`src/rtl/pgd_pkg.sv`:
```
// Shared types of the open-row DRAM read sequencer.
package pgd_pkg;
    // Control states: closed, precharging, activating, row open, bursting, closing.
    typedef enum logic [2:0] {
        PS_IDLE,
        PS_PRE,
        PS_ACT,
        PS_OPEN,
        PS_BURST,
        PS_CLOSE
    } pgd_state_e;
endpackage

```
`src/rtl/pgd_delay.sv`:
```
// Down counter for precharge and row-to-column waits.
// Assumes: load takes priority; done is high when the count is zero.
module pgd_delay #(
    parameter int TW = 2
) (
    input  logic          clk,
    input  logic          rst_n,
    input  logic          load,
    input  logic [TW-1:0] val,
    output logic          done
);
    logic [TW-1:0] cnt_q;

    // Load a new wait or count the current one down to zero.
    always_ff @(posedge clk) begin
        if (!rst_n)              cnt_q <= '0;
        else if (load)           cnt_q <= val;
        else if (cnt_q != '0)    cnt_q <= cnt_q - 1'b1;
    end

    assign done = (cnt_q == '0);
endmodule

```
`src/rtl/pgd_burst_gen.sv`:
```
// Column and word-count generator for one request.
// Clamps the length to the columns left in the row. Holds the next column
// and the remaining words. When load and first_issue coincide, the start
// column is being issued in that same cycle.
module pgd_burst_gen #(
    parameter int COL_W = 5,
    parameter int CNT_W = COL_W + 1
) (
    input  logic             clk,
    input  logic             rst_n,
    input  logic             load,
    input  logic             first_issue,
    input  logic             adv,
    input  logic [COL_W-1:0] start_col,
    input  logic [CNT_W-1:0] req_len,
    output logic [CNT_W-1:0] words_w,
    output logic             burst_w,
    output logic [COL_W-1:0] cur_col,
    output logic [CNT_W-1:0] rem_cnt,
    output logic [CNT_W-1:0] total,
    output logic             burst_r
);
    localparam int NCOL = 2 ** COL_W;

    logic [CNT_W-1:0] len_eff;
    logic [CNT_W-1:0] room;
    logic [COL_W-1:0] col_q;
    logic [CNT_W-1:0] rem_q;
    logic [CNT_W-1:0] tot_q;
    logic             bst_q;

    // Effective length and the clamp at the last column of the row.
    always_comb begin
        len_eff = (req_len == '0) ? CNT_W'(1) : req_len;
        room    = CNT_W'(NCOL) - CNT_W'(start_col);
        words_w = (len_eff > room) ? room : len_eff;
        burst_w = (len_eff > CNT_W'(1));
    end

    // Track the next column to issue and the words still owed.
    always_ff @(posedge clk) begin
        if (!rst_n) begin
            col_q <= '0;
            rem_q <= '0;
            tot_q <= '0;
            bst_q <= 1'b0;
        end else if (load) begin
            col_q <= first_issue ? start_col + 1'b1 : start_col;
            rem_q <= first_issue ? words_w - 1'b1 : words_w;
            tot_q <= words_w;
            bst_q <= burst_w;
        end else if (adv) begin
            col_q <= col_q + 1'b1;
            rem_q <= rem_q - 1'b1;
        end
    end

    assign cur_col = col_q;
    assign rem_cnt = rem_q;
    assign total   = tot_q;
    assign burst_r = bst_q;

    // a column is only issued while words remain to be fetched.
    a_r6_adv_has_words: assert property (@(posedge clk) disable iff (!rst_n)
        adv |-> (rem_q != '0));
endmodule

```
`src/rtl/pgd_ret_pipe.sv`:
```
// Return tracker that aligns the column-strobe issue with the data coming back.
// Assumes: the array presents data exactly LAT cycles after the strobe.
module pgd_ret_pipe #(
    parameter int LAT   = 2,
    parameter int CNT_W = 6
) (
    input  logic             clk,
    input  logic             rst_n,
    input  logic             in_valid,
    input  logic             in_last,
    input  logic [CNT_W-1:0] in_cnt,
    output logic             out_valid,
    output logic             out_last,
    output logic [CNT_W-1:0] out_cnt
);
    logic             v_q [LAT];
    logic             l_q [LAT];
    logic [CNT_W-1:0] c_q [LAT];

    for (genvar s = 0; s < LAT; s++) begin : g_stage
        if (s == 0) begin : g_head
            // First stage captures the strobe just issued.
            always_ff @(posedge clk) begin
                if (!rst_n) begin
                    v_q[0] <= 1'b0;
                    l_q[0] <= 1'b0;
                    c_q[0] <= '0;
                end else begin
                    v_q[0] <= in_valid;
                    l_q[0] <= in_last;
                    c_q[0] <= in_cnt;
                end
            end
        end else begin : g_tail
            // Later stages shift the tag toward the data return.
            always_ff @(posedge clk) begin
                if (!rst_n) begin
                    v_q[s] <= 1'b0;
                    l_q[s] <= 1'b0;
                    c_q[s] <= '0;
                end else begin
                    v_q[s] <= v_q[s-1];
                    l_q[s] <= l_q[s-1];
                    c_q[s] <= c_q[s-1];
                end
            end
        end
    end

    assign out_valid = v_q[LAT-1];
    assign out_last  = v_q[LAT-1] & l_q[LAT-1];
    assign out_cnt   = c_q[LAT-1];

    // a completion always reports at least one word.
    a_r7_count_nonzero: assert property (@(posedge clk) disable iff (!rst_n)
        out_last |-> (out_cnt != '0));
endmodule

```
`src/rtl/pgdram_seq.sv`:
```
// Open-row DRAM read sequencer.
// Keeps the activated row open and serves same-row requests with column
// strobes only. Closes the row with a precharge on a row change or at the
// end of a burst. Assumes T_RP, T_RCD and T_CL are all at least 1 and that
// the array returns data T_CL cycles after each column strobe.
module pgdram_seq
    import pgd_pkg::*;
#(
    parameter int ROW_W  = 6,
    parameter int COL_W  = 5,
    parameter int DATA_W = 16,
    parameter int T_RP   = 2,
    parameter int T_RCD  = 3,
    parameter int T_CL   = 2
) (
    input  logic                                   clk,
    input  logic                                   rst_n,
    input  logic                                   req_valid,
    output logic                                   req_ready,
    input  logic [ROW_W-1:0]                       req_row,
    input  logic [COL_W-1:0]                       req_col,
    input  logic [COL_W:0]                         req_len,
    output logic                                   dr_ras,
    output logic                                   dr_cas,
    output logic [((ROW_W > COL_W) ? ROW_W : COL_W)-1:0] dr_addr,
    input  logic [DATA_W-1:0]                      dr_rdata,
    output logic                                   rd_valid,
    output logic [DATA_W-1:0]                      rd_data,
    output logic                                   done_valid,
    output logic [COL_W:0]                         done_words
);
    localparam int ADDR_W = (ROW_W > COL_W) ? ROW_W : COL_W;
    localparam int CNT_W  = COL_W + 1;
    localparam int TMAX   = (T_RP > T_RCD) ? T_RP : T_RCD;
    localparam int TW     = $clog2(TMAX + 1);

    pgd_state_e        state_q, nxt;
    logic              ras_q, ras_nxt;
    logic              cas_q;
    logic              cas_last_q;
    logic [CNT_W-1:0]  cas_cnt_q;
    logic [ADDR_W-1:0] addr_q, addr_nxt;
    logic [ROW_W-1:0]  row_q, row_nxt;
    logic              pend_q, pend_nxt;

    logic              accept, row_hit;
    logic              tm_load, tm_done;
    logic [TW-1:0]     tm_val;
    logic              bg_load, bg_first, bg_adv;
    logic [CNT_W-1:0]  bg_words, bg_rem, bg_total;
    logic              bg_burst_w, bg_burst_r;
    logic [COL_W-1:0]  bg_col;
    logic              issue, iss_last;
    logic [COL_W-1:0]  iss_col;
    logic [CNT_W-1:0]  iss_cnt;

    assign req_ready = (state_q == PS_IDLE) || (state_q == PS_OPEN);
    assign accept    = req_valid && req_ready;
    assign row_hit   = (req_row == row_q);

    pgd_delay #(.TW(TW)) u_delay (
        .clk  (clk),
        .rst_n(rst_n),
        .load (tm_load),
        .val  (tm_val),
        .done (tm_done)
    );

    pgd_burst_gen #(.COL_W(COL_W), .CNT_W(CNT_W)) u_burst (
        .clk        (clk),
        .rst_n      (rst_n),
        .load       (bg_load),
        .first_issue(bg_first),
        .adv        (bg_adv),
        .start_col  (req_col),
        .req_len    (req_len),
        .words_w    (bg_words),
        .burst_w    (bg_burst_w),
        .cur_col    (bg_col),
        .rem_cnt    (bg_rem),
        .total      (bg_total),
        .burst_r    (bg_burst_r)
    );

    // Next state, strobe levels and column issue for this cycle.
    always_comb begin
        nxt      = state_q;
        ras_nxt  = ras_q;
        addr_nxt = addr_q;
        row_nxt  = row_q;
        pend_nxt = pend_q;
        tm_load  = 1'b0;
        tm_val   = '0;
        bg_load  = 1'b0;
        bg_first = 1'b0;
        bg_adv   = 1'b0;
        issue    = 1'b0;
        iss_col  = '0;
        iss_last = 1'b0;
        iss_cnt  = '0;
        case (state_q)
            PS_IDLE: if (accept) begin
                bg_load  = 1'b1;
                ras_nxt  = 1'b1;
                addr_nxt = ADDR_W'(req_row);
                row_nxt  = req_row;
                tm_load  = 1'b1;
                tm_val   = TW'(T_RCD - 1);
                nxt      = PS_ACT;
            end
            PS_OPEN: if (accept) begin
                bg_load = 1'b1;
                if (row_hit) begin
                    bg_first = 1'b1;
                    issue    = 1'b1;
                    iss_col  = req_col;
                    iss_last = (bg_words == CNT_W'(1));
                    iss_cnt  = bg_words;
                    if (bg_words == CNT_W'(1))
                        nxt = bg_burst_w ? PS_CLOSE : PS_OPEN;
                    else
                        nxt = PS_BURST;
                end else begin
                    ras_nxt  = 1'b0;
                    row_nxt  = req_row;
                    pend_nxt = 1'b1;
                    tm_load  = 1'b1;
                    tm_val   = TW'(T_RP - 1);
                    nxt      = PS_PRE;
                end
            end
            PS_PRE: if (tm_done) begin
                if (pend_q) begin
                    ras_nxt  = 1'b1;
                    addr_nxt = ADDR_W'(row_q);
                    pend_nxt = 1'b0;
                    tm_load  = 1'b1;
                    tm_val   = TW'(T_RCD - 1);
                    nxt      = PS_ACT;
                end else begin
                    nxt = PS_IDLE;
                end
            end
            PS_ACT, PS_BURST: if (state_q == PS_BURST || tm_done) begin
                issue    = 1'b1;
                bg_adv   = 1'b1;
                iss_col  = bg_col;
                iss_last = (bg_rem == CNT_W'(1));
                iss_cnt  = bg_total;
                if (bg_rem == CNT_W'(1))
                    nxt = bg_burst_r ? PS_CLOSE : PS_OPEN;
                else
                    nxt = PS_BURST;
            end
            PS_CLOSE: begin
                ras_nxt = 1'b0;
                tm_load = 1'b1;
                tm_val  = TW'(T_RP - 1);
                nxt     = PS_PRE;
            end
            default: nxt = PS_IDLE;
        endcase
        if (issue) addr_nxt = ADDR_W'(iss_col);
    end

    // Register the state, the strobes and the address bus.
    always_ff @(posedge clk) begin
        if (!rst_n) begin
            state_q    <= PS_IDLE;
            ras_q      <= 1'b0;
            cas_q      <= 1'b0;
            cas_last_q <= 1'b0;
            cas_cnt_q  <= '0;
            addr_q     <= '0;
            row_q      <= '0;
            pend_q     <= 1'b0;
        end else begin
            state_q    <= nxt;
            ras_q      <= ras_nxt;
            cas_q      <= issue;
            cas_last_q <= iss_last;
            cas_cnt_q  <= iss_cnt;
            addr_q     <= addr_nxt;
            row_q      <= row_nxt;
            pend_q     <= pend_nxt;
        end
    end

    pgd_ret_pipe #(.LAT(T_CL), .CNT_W(CNT_W)) u_ret (
        .clk      (clk),
        .rst_n    (rst_n),
        .in_valid (cas_q),
        .in_last  (cas_last_q),
        .in_cnt   (cas_cnt_q),
        .out_valid(rd_valid),
        .out_last (done_valid),
        .out_cnt  (done_words)
    );

    assign dr_ras  = ras_q;
    assign dr_cas  = cas_q;
    assign dr_addr = addr_q;
    assign rd_data = dr_rdata;

    // column strobes only inside an open row.
    a_r4_cas_inside_row: assert property (@(posedge clk) disable iff (!rst_n)
        cas_q |-> ras_q);

    // the cycle that opens a row carries the row, not a column.
    a_r2_row_before_col: assert property (@(posedge clk) disable iff (!rst_n)
        $rose(ras_q) |-> !cas_q);

    // a same-row hit yields a column strobe with the row left open.
    a_r3_hit_cas_only: assert property (@(posedge clk) disable iff (!rst_n)
        (state_q == PS_OPEN && accept && row_hit) |=> (cas_q && ras_q && $stable(ras_q)));

    // a row change starts with the row strobe dropping.
    a_r5_miss_precharge: assert property (@(posedge clk) disable iff (!rst_n)
        (state_q == PS_OPEN && accept && !row_hit) |=> (!ras_q && !req_ready));

    // inside a burst each column is one above the last.
    a_r6_burst_step: assert property (@(posedge clk) disable iff (!rst_n)
        (cas_q && $past(state_q) == PS_BURST) |->
            (addr_q[COL_W-1:0] == COL_W'($past(addr_q[COL_W-1:0]) + 1'b1)));

    // a burst never wraps past the last column back to zero.
    a_r7_no_wrap: assert property (@(posedge clk) disable iff (!rst_n)
        (cas_q && $past(state_q) == PS_BURST) |-> (addr_q[COL_W-1:0] != '0));
endmodule

```
`config.mk`:
```
export PLATFORM = sky130hd
export DESIGN_NAME = pgdram_seq
export DESIGN_NICKNAME = d
export VERILOG_FILES = /design/src/rtl/pgd_pkg.sv /design/src/rtl/pgd_delay.sv /design/src/rtl/pgd_burst_gen.sv /design/src/rtl/pgd_ret_pipe.sv /design/src/rtl/pgdram_seq.sv
export SDC_FILE = /design/constraint.sdc
export NUM_CORES = 1
export LEC_CHECK = 0
export ABC_AREA = 1
export BUFFER_PORTS_ARGS = -buffer_cell sky130_fd_sc_hd__buf_2
export CORE_UTILIZATION = 60
export DETAILED_ROUTE_END_ITERATION = 10
export GPL_ROUTABILITY_DRIVEN = 0
export HOLD_SLACK_MARGIN = 0.1
export PLACE_DENSITY = 0.85
export SYNTH_ARGS = -nofsm -noshare
export SYNTH_HDL_FRONTEND = slang
export SYNTH_HIERARCHICAL = 1
export SYNTH_SLANG_ARGS = --single-unit
```
`constraint.sdc`:
```
create_clock -name clk -period 7.2 [get_ports clk]
set_input_delay 0.36 -clock clk [delete_from_list [all_inputs] [get_ports clk]]
set_output_delay 0.36 -clock clk [all_outputs]
set_load 0.05 [all_outputs]
```
==> flow_summary.toml <==
[outcome]
status = "completed"

[sta]
fmax_mhz = 363
worst_slew_pin_slew_ns = 0.713
hold_violations = 0
tns_ns = 0
clock_skew_ns = 0.00516
rsz0062_at_grt = "false"
final.period_utilization_pct = 38.2
final.min_clock_period_ns = 2.75
drv_slew = 0
finalSetupViolCount = 0
max_slew_margin_pct = 52.5

[synthesis]
ys_seq_elements = 61
yosys_warnings = 6
synth_top_area_share_pct = 32.7
synth_edf_count = 0
synth_nets = 598
async_flop_share_pct = 0
syn_avg_cell_area_sq_um = 6.79
synth_top_area_cell = "dfxtp_1"
netlist_instances = 550
ys_top_cells_by_area = "dfxtp_1, nand2_1, inv_1"
synth_cell_types = 43
synthesis.area_sq_um = 3730
yosysSeqAreaShare_pct = 32.7
ys.flop_type = "dfxtp_1"

[clocking]
cts_root_buf = "clkbuf_8"
numCtsBuffers = 9
cts_tree = "done"
hold_buffers = 0
cts-htree-levels = 3
cts_resized = 0
cts.reportedPaths.clkPinSlew_ns = 0.07
clockBufferDepth = 2
cts_sinks = 61
clk_latency_ns = 0.35
cts_setup_buffers = 0

[setup_path]
criticalPathCategory = "input pin to flip-flop"
crit_arrival_ns = 3.03
cp.required_ns = 7.48
ff2ff_path_depth = 9
worstPathCellList = "buf_2 -> inv_1 -> ha_1 -> nand3_1 -> xor2_1 -> ha_1 -> nand2_2 -> nor2_4 -> nand2_2 -> nand3_4 -> nand2_4 -> nand2_1 -> o21ai_2 -> or2_2 -> nor3_1 -> nand3_1 -> nand2_1 -> nand2_1 -> a21oi_1"
start_kind = "input pin"
cp.depth = 19
rrSetupSlack_ns = 4.82
cpMostUsedCell = "nand2_1"
timing.rr.end = "u_burst/cur_col[3]$_SDFFE_PN0P_"
endpoint_kind = "flip-flop"
crit_buf_inv = 2
max_stage_delay_ns = 0.32
worstSetupEndpoint = "state_q[1]$_SDFFE_PN0P_"
slowest_stage = "or2_2"
rr_startpoint = "state_q[1]$_SDFFE_PN0P_"
cp_max_fo = 10
critical_path.startpoint = "req_col[0]"
crit_family = "simple AND/OR/NAND/NOR gates"

[finish]
layout-drive-gt1-share_pct = 17.9
diodes = 0
area_growth_pct = 6.10
final_cell_mix = "nand2_1, inv_1, dfxtp_1"
final_nets = 612
final_cells = 644
layout_commonest_cell = "nand2_1"

[route]
num_vias = 3423
route.detailed.drc = 0
drt_iter0_drc = 222
vias_per_cell = 5.32
antenna_left = 0
first_pass_iters = 5
wl_per_cell_um = 11.9
wl_um = 7700

[power_and_ir_drop]
p_leak_nw = 2.03
ir_worst_vdd_mv = 0.208
total_power_w = 0.00135
power.density_nw_per_um2 = 341

[floorplan]
die_w_um = 80.9
dieArea_sq_um = 6540
rows = 28
ios = 69
core_area_sq_um = 5960
initial_core_util_pct = 62.7
die_height_um = 80.9

[flow_run]
max-cap-violations = 0

[global_route]
grt_overflow = 0
antenna_found_initial = 0
grt_max_degree = 40
grt_use_total_pct = 25.5
grt_pass1_vias = 3033
grt_pass1_wl_um = 12900

[placed_design]
port_buffers = 36
dp.cells = 628
hpwl_um = 5700

[hold_path]
hold_class = "input pin to flip-flop"
-- metrics by stage --
step                      utilization, %  instance area [sq um]  hold slack [ns]  worst slack (ns)
after floorplan                        -                   3730            0.390              4.52
after global placement              63.5                   3780            0.392              4.17
after detailed placement            63.5                   3780            0.396              4.09
after CTS                           66.5                   3960            0.307              4.45
after global routing                66.5                   3960            0.336              4.22
final                               66.5                   3960            0.318              4.45
-- registers in the layout, indices dropped and copies added (netlist names) --
| name | count |
|---|---|
| cas_cnt_q | 6 |
| dr_cas | 1 |
| pend_q | 1 |
| u_burst/burst_r | 1 |
| u_ret/v_q | 2 |
| row_q | 6 |
| dr_addr | 6 |
| cas_last_q | 1 |
| dr_ras | 1 |
| u_burst/rem_cnt | 6 |
| u_ret/c_q | 12 |
| u_burst/cur_col | 5 |
| u_delay/cnt_q | 2 |
| u_ret/l_q | 2 |
| u_burst/total | 6 |
| state_q | 3 |
-- cell usage after synthesis (2+ instances only) --
library cell and number:
o21ai_2 3, buf_2 4, o21ai_1 9, nand4_1 6, nand3_4 2, dfxtp_1 61, nand2_4 3, or2_1 2
o31ai_1 2, nor2_8 2, a211oi_1 3, inv_2 12, nor2_1 41, xnor2_1 6, nand3_2 3, inv_1 76
nand3b_1 2, o211ai_1 3, a21oi_1 40, nand3_1 34, nor2_4 2, nand2_2 15, ha_1 12, buf_6 2
nor2_2 3, nor3_1 6, or2_2 2, buf_4 18, clkbuf_1 8, nand2_1 130, o21ai_0 24, xor2_1 3
-- layer usage --
layer	track usage (%)	share of wire (%)	vias to the layer above
li1	-	-	1751
met3	6.74	5.8	25
met5	0	0	-
met2	42.4	48	95
met4	11.4	2.2	0
met1	30.6	44	1552
-- tightest hold or removal path, stage by stage --
cell and delay, ns:
buf_2 0.12, nand3_1 0.08, a21oi_1 0.06
-- kinds of logic after synthesis --
family                   count (synthesis)  share of synthesized area, %
AND/OR/NAND/NOR                        255                          32.7
adder cells (fa/ha/maj)                 12                          4.02
buffers and inverters                  124                          15.3
XOR/XNOR                                 9                          2.11
flip-flops                              61                          32.7
AO/OA/AOI/OAI                           89                          13.2
-- final cells by class --
| type | instances | area [sq um] |
|---|---|---|
| clock buffers | 12 | 155 |
| clock inverters | 4 | 22.5 |
| fillers | 537 | 1990 |
| inverters | 90 | 339 |
| multi-input cells | 365 | 1940 |
| flip-flops and latches | 61 | 1220 |
| well taps | 75 | 93.8 |
| repair buffers | 37 | 188 |
-- where the power goes --
group | switching, W | leakage, nW | internal [W]
Clock | 0.000133 | 0.0921 | 0.000142
Combinational | 0.000416 | 1.43 | 0.000194
Sequential | 0.0000534 | 0.499 | 0.000411
Total | 0.000603 | 2.03 | 0.000746
-- how the worst min path moves through the flow --
stage,startpoint,end,slack [ns],cells past startpoint
after detailed placement,u_ret/c_q[0][4]$_SDFF_PN0_,u_ret/c_q[1][4]$_SDFF_PN0_,0.40,2
final,req_row[5],row_q[5]$_SDFFE_PN0P_,0.32,3
after CTS,req_row[5],row_q[5]$_SDFFE_PN0P_,0.31,3
after global routing,req_row[5],row_q[5]$_SDFFE_PN0P_,0.34,3
after global placement,u_ret/c_q[0][4]$_SDFF_PN0_,u_ret/c_q[1][4]$_SDFF_PN0_,0.39,2
after floorplan,cas_cnt_q[0]$_SDFF_PN0_,u_ret/c_q[0][0]$_SDFF_PN0_,0.39,2
No activity file was read; power rests on OpenSTA's default activity.
